--- config.mk ---
export PLATFORM = sky130hd
export DESIGN_NAME = fault_capture_unit
export DESIGN_NICKNAME = d
export VERILOG_FILES = /design/src/rtl/fcu_pkg.sv /design/src/rtl/fcu_qualify.sv /design/src/rtl/fcu_ctrl.sv /design/src/rtl/fcu_datapath.sv /design/src/rtl/fault_capture_unit.sv
export SDC_FILE = /design/constraint.sdc
export NUM_CORES = 1
export LEC_CHECK = 0
export ABC_AREA = 0
export BUFFER_PORTS_ARGS = -buffer_cell sky130_fd_sc_hd__buf_2
export CORE_AREA = 2 2 231 233
export CTS_CLUSTER_DIAMETER = 150
export CTS_CLUSTER_SIZE = 25
export DETAILED_ROUTE_END_ITERATION = 7
export DIE_AREA = 0 0 233 235
export GPL_TIMING_DRIVEN = 1
export PLACE_DENSITY_LB_ADDON = 0.2
export SLEW_MARGIN = 40
export SYNTH_ARGS = -nofsm -noshare
export SYNTH_HDL_FRONTEND = slang
export SYNTH_SLANG_ARGS = --single-unit
--- constraint.sdc ---
create_clock -name clk -period 3.47 [get_ports clk]
set_input_delay 0.694 -clock clk [delete_from_list [all_inputs] [get_ports clk]]
set_output_delay 0.694 -clock clk [all_outputs]
set_load 0.03 [all_outputs]
--- src/rtl/fcu_pkg.sv ---
package fcu_pkg;

  typedef enum logic [2:0] {
    EXC_NONE = 3'd0,
    EXC_ISEG = 3'd1,
    EXC_DSEG = 3'd2,
    EXC_ISI  = 3'd3,
    EXC_DSI  = 3'd4,
    EXC_HISI = 3'd5,
    EXC_HDSI = 3'd6
  } excCode_e;

  typedef enum logic [1:0] {
    ACC_FETCH = 2'd0,
    ACC_LOAD  = 2'd1,
    ACC_STORE = 2'd2,
    ACC_ALT   = 2'd3
  } access_e;

  // Write strobes sent from control to the datapath
  typedef struct packed {
    logic wrErr;
    logic errFromCause;
    logic addStore;
    logic wrDsisr;
    logic wrDar;
    logic wrHdsisr;
    logic wrHdar;
    logic wrAsdr;
  } strobe_t;

endpackage

--- src/rtl/fcu_qualify.sv ---
module fcu_qualify #(
  parameter int EA_W = 64,
  parameter int ID_W = 32
) (
  input  logic [EA_W-1:0] effAddr,
  input  logic            hvState,
  input  logic [ID_W-1:0] lpidReg,
  input  logic [ID_W-1:0] pidReg,
  output logic [ID_W-1:0] lpidSel,
  output logic [ID_W-1:0] pidSel,
  output logic            addrOk
);
  localparam int QUAD_HI = EA_W - 1;
  localparam int RSV_HI  = EA_W - 3;
  localparam int RSV_W   = 10;

  logic [1:0] quadrant;
  logic       rsvBad;
  logic       quadLegal;

  assign quadrant = effAddr[QUAD_HI -: 2];
  assign rsvBad   = |effAddr[RSV_HI -: RSV_W];

  always_comb begin
    lpidSel   = '0;
    pidSel    = '0;
    quadLegal = 1'b1;
    if (hvState) begin
      unique case (quadrant)
        2'd0: pidSel = pidReg;
        2'd1: begin lpidSel = lpidReg; pidSel = pidReg; end
        2'd2: lpidSel = lpidReg;
        default: ;
      endcase
    end else begin
      unique case (quadrant)
        2'd0: begin lpidSel = lpidReg; pidSel = pidReg; end
        2'd3: lpidSel = lpidReg;
        default: quadLegal = 1'b0;
      endcase
    end
  end

  assign addrOk = quadLegal && !rsvBad;

endmodule

--- src/rtl/fcu_ctrl.sv ---
module fcu_ctrl
  import fcu_pkg::*;
(
  input  logic       clk,
  input  logic       rstN,
  input  logic       faultValid,
  input  logic [1:0] accessType,
  input  logic [1:0] faultClass,
  input  logic       addrOk,
  output strobe_t    strobes,
  output logic       excValid,
  output excCode_e   excCode
);
  logic     isFetch;
  logic     isStore;
  logic     isSegment;
  logic     isStorage;
  excCode_e nextCode;

  assign isFetch   = (accessType == ACC_FETCH);
  assign isStore   = (accessType == ACC_STORE);
  assign isSegment = !addrOk || (faultClass == 2'd0);
  assign isStorage = (faultClass == 2'd1);

  always_comb begin
    if (isSegment)      nextCode = isFetch ? EXC_ISEG : EXC_DSEG;
    else if (isStorage) nextCode = isFetch ? EXC_ISI  : EXC_DSI;
    else                nextCode = isFetch ? EXC_HISI : EXC_HDSI;
  end

  always_comb begin
    strobes              = '0;
    strobes.wrErr        = faultValid;
    strobes.errFromCause = (nextCode == EXC_ISI) || (nextCode == EXC_HISI);
    strobes.addStore     = isStore;
    strobes.wrDsisr      = faultValid && (nextCode == EXC_DSI);
    strobes.wrDar        = faultValid && ((nextCode == EXC_DSI) || (nextCode == EXC_DSEG));
    strobes.wrHdsisr     = faultValid && (nextCode == EXC_HDSI);
    strobes.wrHdar       = faultValid && (nextCode == EXC_HDSI);
    strobes.wrAsdr       = faultValid && ((nextCode == EXC_HDSI) || (nextCode == EXC_HISI));
  end

  always_ff @(posedge clk) begin
    if (!rstN) begin
      excValid <= 1'b0;
      excCode  <= EXC_NONE;
    end else begin
      excValid <= faultValid;
      if (faultValid) excCode <= nextCode;
    end
  end

endmodule

--- src/rtl/fcu_datapath.sv ---
module fcu_datapath
  import fcu_pkg::*;
#(
  parameter int EA_W      = 64,
  parameter int CAUSE_W   = 32,
  parameter int STORE_BIT = 25
) (
  input  logic               clk,
  input  logic               rstN,
  input  strobe_t            strobes,
  input  logic [EA_W-1:0]    effAddr,
  input  logic [EA_W-1:0]    guestRealAddr,
  input  logic [CAUSE_W-1:0] causeIn,
  output logic [CAUSE_W-1:0] errCode,
  output logic [CAUSE_W-1:0] dsisr,
  output logic [EA_W-1:0]    dar,
  output logic [CAUSE_W-1:0] hdsisr,
  output logic [EA_W-1:0]    hdar,
  output logic [EA_W-1:0]    asdr
);
  localparam logic [CAUSE_W-1:0] STORE_MASK = CAUSE_W'(1) << STORE_BIT;

  logic [CAUSE_W-1:0] statusCause;

  assign statusCause = strobes.addStore ? (causeIn | STORE_MASK) : causeIn;

  always_ff @(posedge clk) begin
    if (!rstN) begin
      errCode <= '0;
      dsisr   <= '0;
      dar     <= '0;
      hdsisr  <= '0;
      hdar    <= '0;
      asdr    <= '0;
    end else begin
      if (strobes.wrErr)    errCode <= strobes.errFromCause ? causeIn : '0;
      if (strobes.wrDsisr)  dsisr   <= statusCause;
      if (strobes.wrDar)    dar     <= effAddr;
      if (strobes.wrHdsisr) hdsisr  <= statusCause;
      if (strobes.wrHdar)   hdar    <= effAddr;
      if (strobes.wrAsdr)   asdr    <= guestRealAddr;
    end
  end

endmodule

--- src/rtl/fault_capture_unit.sv ---
module fault_capture_unit
  import fcu_pkg::*;
#(
  parameter int EA_W      = 64,
  parameter int CAUSE_W   = 32,
  parameter int ID_W      = 32,
  parameter int STORE_BIT = 25
) (
  input  logic               clk,
  input  logic               rstN,
  input  logic               faultValid,
  input  logic [1:0]         accessType,
  input  logic [1:0]         faultClass,
  input  logic [EA_W-1:0]    effAddr,
  input  logic [EA_W-1:0]    guestRealAddr,
  input  logic [CAUSE_W-1:0] causeIn,
  input  logic               hvState,
  input  logic [ID_W-1:0]    lpidReg,
  input  logic [ID_W-1:0]    pidReg,
  output logic [ID_W-1:0]    lpidSel,
  output logic [ID_W-1:0]    pidSel,
  output logic               addrOk,
  output logic               excValid,
  output logic [2:0]         excCode,
  output logic [CAUSE_W-1:0] errCode,
  output logic [CAUSE_W-1:0] dsisr,
  output logic [EA_W-1:0]    dar,
  output logic [CAUSE_W-1:0] hdsisr,
  output logic [EA_W-1:0]    hdar,
  output logic [EA_W-1:0]    asdr
);
  strobe_t  strobes;
  excCode_e codeEnum;

  fcu_qualify #(.EA_W(EA_W), .ID_W(ID_W)) u_qualify (
    .effAddr (effAddr),
    .hvState (hvState),
    .lpidReg (lpidReg),
    .pidReg  (pidReg),
    .lpidSel (lpidSel),
    .pidSel  (pidSel),
    .addrOk  (addrOk)
  );

  fcu_ctrl u_ctrl (
    .clk        (clk),
    .rstN       (rstN),
    .faultValid (faultValid),
    .accessType (accessType),
    .faultClass (faultClass),
    .addrOk     (addrOk),
    .strobes    (strobes),
    .excValid   (excValid),
    .excCode    (codeEnum)
  );

  assign excCode = codeEnum;

  fcu_datapath #(.EA_W(EA_W), .CAUSE_W(CAUSE_W), .STORE_BIT(STORE_BIT)) u_datapath (
    .clk           (clk),
    .rstN          (rstN),
    .strobes       (strobes),
    .effAddr       (effAddr),
    .guestRealAddr (guestRealAddr),
    .causeIn       (causeIn),
    .errCode       (errCode),
    .dsisr         (dsisr),
    .dar           (dar),
    .hdsisr        (hdsisr),
    .hdar          (hdar),
    .asdr          (asdr)
  );

endmodule

==> results of run 1 <==
[synthesized netlist by cell type]
library cell    n
nor4_2          2
or4_1           1
nor2_1          5
buf_1          13
dfxtp_1       292
a31oi_1        54
nand3_1        75
o311ai_1       13
buf_2          27
nand3b_1        1
mux2i_1       119
and2_1         33
nor4b_2         1
buf_4           7
buf_8           5
o311ai_0       42
nand2b_1       35
ha_1            3
a21oi_1        98
nand4_1        99
o221ai_1       10
nand2_1       215
and3_1         65
o21ai_0         3
nor2_2          1
xnor2_1         3
o31ai_1        64
clkbuf_1      124
inv_1           4
and3b_1         1
nor2b_1        37
inv_2           1
xor2_2          1
nor3_1         54
[sequential cells by signal (all words and copies together) (netlist names)]
| register | cells |
|---|---|
| u_datapath.asdr | 64 |
| u_datapath.dar | 64 |
| u_datapath.hdar | 64 |
| u_datapath.dsisr | 32 |
| u_datapath.errCode | 32 |
| u_datapath.hdsisr | 32 |
| u_ctrl.excCode | 3 |
| u_ctrl.excValid | 1 |
[worst max-delay path, stage by stage]
cell,delay [ns]
buf_2,0.12
inv_1,0.05
ha_1,0.35
xnor2_2,0.16
buf_4,0.28
and2_1,0.21
buf_2,0.21
[cell families after synthesis]
family                   Yosys count  synth area share [%]
flip-flops                       292                  44.9
buffers and inverters            181                  6.11
XOR/XNOR                           4                 0.327
AO/OA/AOI/OAI                    284                  14.5
multiplexers                     119                  9.14
adder cells (fa/ha/maj)            3                 0.288
AND/OR/NAND/NOR                  625                  24.7
[metrics by stage]
step	hold slack (ns)	setup WS [ns]	total power, mW	instances
finish	0.422	0.688	6.64	2670
global route	0.395	0.576	6.94	2668
CTS	0.385	0.657	6.76	2664
detailed placement	0.444	0.569	4.73	2646
global placement	0.442	0.607	4.71	2646
floorplan	0.583	0.935	4.24	1508
[final cells by class]
cell class | count | area (um2) | share of cell area [%]
inverter | 5 | 20.0 | 0.118
timing repair buffer | 626 | 3390 | 19.9
tap | 688 | 861 | 5.06
multi-input combinational | 1035 | 6480 | 38.1
sequential | 292 | 5850 | 34.4
antenna | 6 | 15.0 | 0.0882
clock inverter | 2 | 17.5 | 0.103
clock buffer | 16 | 389 | 2.29
[metal layers]
layer  GRT usage (%)  wire length (um)  vias up
met5               0                13        -
met4            4.96              1110        2
met3            4.26              3890       63
met1            22.5             22000     6346
met2            30.2             25300      465
li1                -                 -     6407
[worst max-delay path by stage]
stage          cells past startpoint                    to        start  slack [ns]
3_5_place_dp                       9   u_datapath.hdar[11]  effAddr[62]        0.57
2_1_floorplan                      6                addrOk  effAddr[62]        0.93
4_1_cts                            7           lpidSel[13]  effAddr[62]        0.66
3_3_place_gp                      11  u_datapath.dsisr[11]  effAddr[63]        0.61
6_report                           7           lpidSel[13]  effAddr[62]        0.69
5_1_grt                            7           lpidSel[13]  effAddr[62]        0.58
[power by group through the flow]
stage | Sequential, mW | Clock, mW | Combinational (mW)
2_1_floorplan | 3.66 | 0 | 0.576
3_3_place_gp | 3.53 | 0 | 1.18
3_5_place_dp | 3.54 | 0 | 1.19
4_1_cts | 3.46 | 2.11 | 1.19
5_1_grt | 3.47 | 2.20 | 1.27
6_report | 3.46 | 1.99 | 1.19
==> results.json, run 1 <==
{
  "status": "finished clean",
  "yosysWarnings": 0,
  "synth_cells": 1508,
  "power_density_nw_per_um2": 390,
  "final_cell_area_um2": 17000,
  "mostFrequentLayoutCells": "buf_2 (587), dfxtp_1 (292), nand2_1 (215), mux2i_1 (119), nand4_1 (99)",
  "rsz0062_at_grt": "false",
  "min_to": "u_datapath.asdr[19]",
  "post-route-period-util_pct": 80.2,
  "drv_cap": 0,
  "yosysUniqueCellTypes": 34,
  "globalplace.congestion": 0.833,
  "drtPass1Iterations": 5,
  "die_h_um": 235,
  "hold_depth": 3,
  "vias_per_cell": 4.97,
  "vias": 13300,
  "avgSynthCellArea_um2": 8.64,
  "worst_clock_skew_ns": 0,
  "cts_tree": "built",
  "grt_max_degree": 110,
  "peakVddDrop_mv": 0.239,
  "ys_seq_area_share_pct": 44.9,
  "p_int_mw": 4.58,
  "fmax_mhz": 359,
  "r2r_end": "u_datapath.dar[46]",
  "grt_pass1_vias": 12700,
  "crit_fanout": 32,
  "p_sw_share_pct": 31.0,
  "r2r_cells": 3,
  "die-width_um": 233,
  "p_sw_mw": 2.06,
  "crit_path_end_kind": "output port",
  "hold_path.class": "in -> reg",
  "pin_count": 589,
  "finalNetCount": 2210,
  "grt_usage_pct": 17.9,
  "p_comb_share_pct": 17.9,
  "cts_resized": 0,
  "dieArea_um2": 54800,
  "dp_hpwl_mm": 37.0,
  "post_dp_cell_area_um2": 16600,
  "clkPwrFrac_pct": 30.0,
  "fin_tns_setup_ns": 0,
  "fin_crit_ns": 2.78,
  "clk_path_buf_depth": 3,
  "netlist_top_cells_area": "dfxtp_1 (45%), mux2i_1 (9.1%), nand2_1 (6.2%)",
  "tightest_slew_ns": 0.803,
  "rrSetupSlack_ns": 2.63,
  "rows": 84,
  "portBuffers": 588,
  "core_um2": 52200,
  "holdBufCountCts": 0,
  "drive_gt1_share_pct": 33.5,
  "syn_nets": 1743,
  "nFillCells": 5488,
  "r2r_start": "u_datapath.dar[46]",
  "clock_latency_ns": 0.52,
  "final_util_pct": 32.6,
  "ant_nets": 0,
  "finalSetupViolations": 0,
  "max-slew-margin-rel_pct": 46.5,
  "ys_ff_latch": 292,
  "root_buffer": "clkbuf_16",
  "netlist.top_cell.by_area": "dfxtp_1",
  "critical_path_required_ns": 2.78,
  "clock-sinks": 292,
  "numCtsBuffers": 15,
  "grt_overflow": 0,
  "postCtsSetupRepairBufs": 0,
  "syn_to_final_growth_pct": 30.6,
  "finalWirelength_mm": 52.4,
  "hp-start": "guestRealAddr[19]",
  "p_leak_nw": 7.51,
  "critPathKind": "in -> out",
  "htree_num_levels": 1,
  "grt_pass1_wl_mm": 77.6,
  "layout_commonest_cell": "buf_2",
  "startpoint_type": "primary input",
  "drtIter0Drc": 884,
  "slew_violations": 0,
  "synth_top_area_share_pct": 44.9,
  "hold_violations": 0,
  "cts.clk_slew.worst_paths_ns": 0.11,
  "cp.arrival_ns": 2.09,
  "antenna_found_initial": 9,
  "drcViolationCount": 0,
  "start_util_pct": 24.9,
  "wl_per_cell_um": 19.6,
  "synth_area_um2": 13000,
  "pwr-share-seq_pct": 52.1
}
Note: power is estimated with default switching activity, not from simulation.
==> run 2, diff against run 1 <==
Settings changed: ABC_AREA 0 to 1, CORE_AREA 2 2 231 233 to 2 2 228 230, DIE_AREA 0 0 233 235 to 0 0 230 232.
Clock period 3.47 ns to 2.35 ns, I/O delays scaled along.
==> results.json, run 2 <==
{
  "cp.arrival_ns": 1.85,
  "netlist.top_cell.by_area": "dfxtp_1",
  "holdBufCountCts": 0,
  "grt_pass1_wl_mm": 71.0,
  "drtIter0Drc": 801,
  "synth_edf_count": 0,
  "die_h_um": 232,
  "drive_gt1_share_pct": 28.1,
  "clk_path_buf_depth": 3,
  "hold_depth": 3,
  "finalWirelength_mm": 47.8,
  "min_to": "u_datapath.dar[17]",
  "yosysMostFrequentCell": "nor2_1",
  "grt_max_degree": 74,
  "finalSetupViolations": 0,
  "synth_common_cells": "nor2_1 (440), inv_1 (347), dfxtp_1 (292), nand2_1 (235), o21ai_0 (119)",
  "post-place-ws_ns": -0.0323,
  "clock-sinks": 292,
  "avgSynthCellArea_um2": 6.75,
  "final.setup.worst_slack_ns": 0.0291,
  "synth_cells": 1850,
  "critical_path_required_ns": 1.88,
  "portBuffers": 588,
  "cts_tree": "built",
  "rsz0062_at_grt": "true",
  "drtPass1Iterations": 7,
  "startpoint_type": "primary input",
  "grt_overflow": 0,
  "synth_area_um2": 12500,
  "layout_commonest_cell": "buf_2",
  "dieArea_um2": 53400,
  "postCtsSetupRepairBufs": 0,
  "max-slew-margin-rel_pct": 67.5,
  "critPathKind": "in -> out",
  "pin_count": 589,
  "clock_latency_ns": 0.52,
  "hold_path.class": "in -> reg",
  "root_buffer": "clkbuf_16",
  "post_dp_cell_area_um2": 16400,
  "crit_path_end_kind": "output port",
  "globalplace.congestion": 0.808,
  "core_um2": 50900,
  "dp_hpwl_mm": 35.1,
  "largestRegisters": "u_datapath.asdr x64, u_datapath.dar x64, u_datapath.hdar x64",
  "power_density_nw_per_um2": 565,
  "fin_tns_setup_ns": 0,
  "antenna_found_initial": 8,
  "r2r_cells": 4,
  "hold_violations": 0,
  "hp-start": "effAddr[17]",
  "async_reset_ff_share_pct": 0,
  "syn_to_final_growth_pct": 34.9,
  "status": "finished clean",
  "vias_per_cell": 4.25,
  "slew_violations": 0,
  "numCtsBuffers": 15,
  "vias": 13000,
  "crit_fanout": 21,
  "ys_ff_latch": 292,
  "r2r_start": "u_datapath.asdr[7]",
  "htree_num_levels": 1,
  "wl_per_cell_um": 15.6,
  "drcViolationCount": 0,
  "finalNetCount": 2611,
  "post-route-period-util_pct": 98.8,
  "start_util_pct": 24.5,
  "worst_clock_skew_ns": 0,
  "fin_crit_ns": 2.32,
  "fmax_mhz": 431,
  "p_leak_nw": 9.04,
  "r2r_end": "u_datapath.asdr[7]",
  "yosysUniqueCellTypes": 26,
  "grt_pass1_vias": 11900,
  "rows": 83,
  "synth_top_area_share_pct": 46.8,
  "ant_nets": 0,
  "rrSetupSlack_ns": 1.65,
  "final_cell_area_um2": 16900,
  "peakVddDrop_mv": 0.365,
  "synth_ff_type": "dfxtp_1",
  "power.total_mw": 9.53,
  "drv_cap": 0,
  "grt_usage_pct": 16.9,
  "ys_seq_area_share_pct": 46.8,
  "cts.clk_slew.worst_paths_ns": 0.11,
  "tightest_slew_ns": 0.488,
  "yosysWarnings": 0,
  "die-width_um": 230,
  "netlist_top_cells_area": "dfxtp_1 (47%), nor2_1 (13%), inv_1 (10%)",
  "syn_nets": 2085,
  "mostFrequentLayoutCells": "buf_2 (578), nor2_1 (438), inv_1 (346), dfxtp_1 (292), nand2_1 (234)"
}
-- run 2: cell count changes after synthesis, sizes merged, moves of 65 or more --
cell    previous run  this run
inv                5       348
nor2               6       442
mux2i            119         0
clkbuf           124        57
o21ai              3       119
and3              65         0
-- run 2: cell type report --
type                            instances  area, um2
Tap cell                              680        851
Timing Repair Buffer                  636       3670
Clock buffer                           16        379
Sequential cell                       292       5850
Multi-Input combinational cell       1082       4770
Clock inverter                          1       8.76
Fill cell                            5627      34000
Inverter                              349       1310
Antenna cell                            5       12.5
-- run 2: report_power, final --
group	switching, mW	internal, mW	total, mW
logic	1.02	0.514	1.53
clock network	1.73	1.17	2.90
registers	0.0484	5.05	5.10
-- run 2: worst max-delay path by stage --
stage                      startpoint             endpoint  slack, ns  cells after the start
after floorplan           effAddr[62]          lpidSel[10]       0.26                      5
after global placement    effAddr[63]   u_datapath.hdar[2]      -0.02                     13
after detailed placement  effAddr[63]  u_datapath.dsisr[1]      -0.03                     13
after CTS                 effAddr[63]          lpidSel[16]       0.02                      9
after global routing      effAddr[63]          lpidSel[11]      -0.03                      9
final                     effAddr[63]          lpidSel[11]       0.03                      9
-- run 2: critical path: stages --
cell and delay (ns):
buf_2 0.09, inv_1 0.05, ha_1 0.28, buf_4 0.14
xor2_2 0.18, buf_12 0.16, buf_12 0.14, nor2_1 0.13
buf_4 0.18
-- run 2: kinds of logic after synthesis --
kind of cell / synth area share [%]
buffers and inverters: 15.3
AND/OR/NAND/NOR: 28.7
AO/OA/AOI/OAI: 8.82
XOR/XNOR: 0.0701
flip-flops: 46.8
adder cells (fa/ha/maj): 0.301
-- run 2: through the flow --
stage	util, %	cells	hold WS, ns
6_report	33.1	3061	0.181
5_1_grt	33.1	3060	0.161
4_1_cts	33.0	3056	0.147
3_5_place_dp	32.3	3039	0.446
3_3_place_gp	32.3	3039	0.440
2_1_floorplan	-	1850	0.563
-- run 2: metal layers --
metal	share of wire, %	GRT usage [%]
met5	0.069	0
met2	50	29.9
met3	8.2	5.10
met1	40	19.7
met4	2.2	4.27
-- run 2: repair_timing --
action,CTS,global route
hold endpoints to repair,0,0
resized for setup,0,17
setup endpoints to repair,0,9
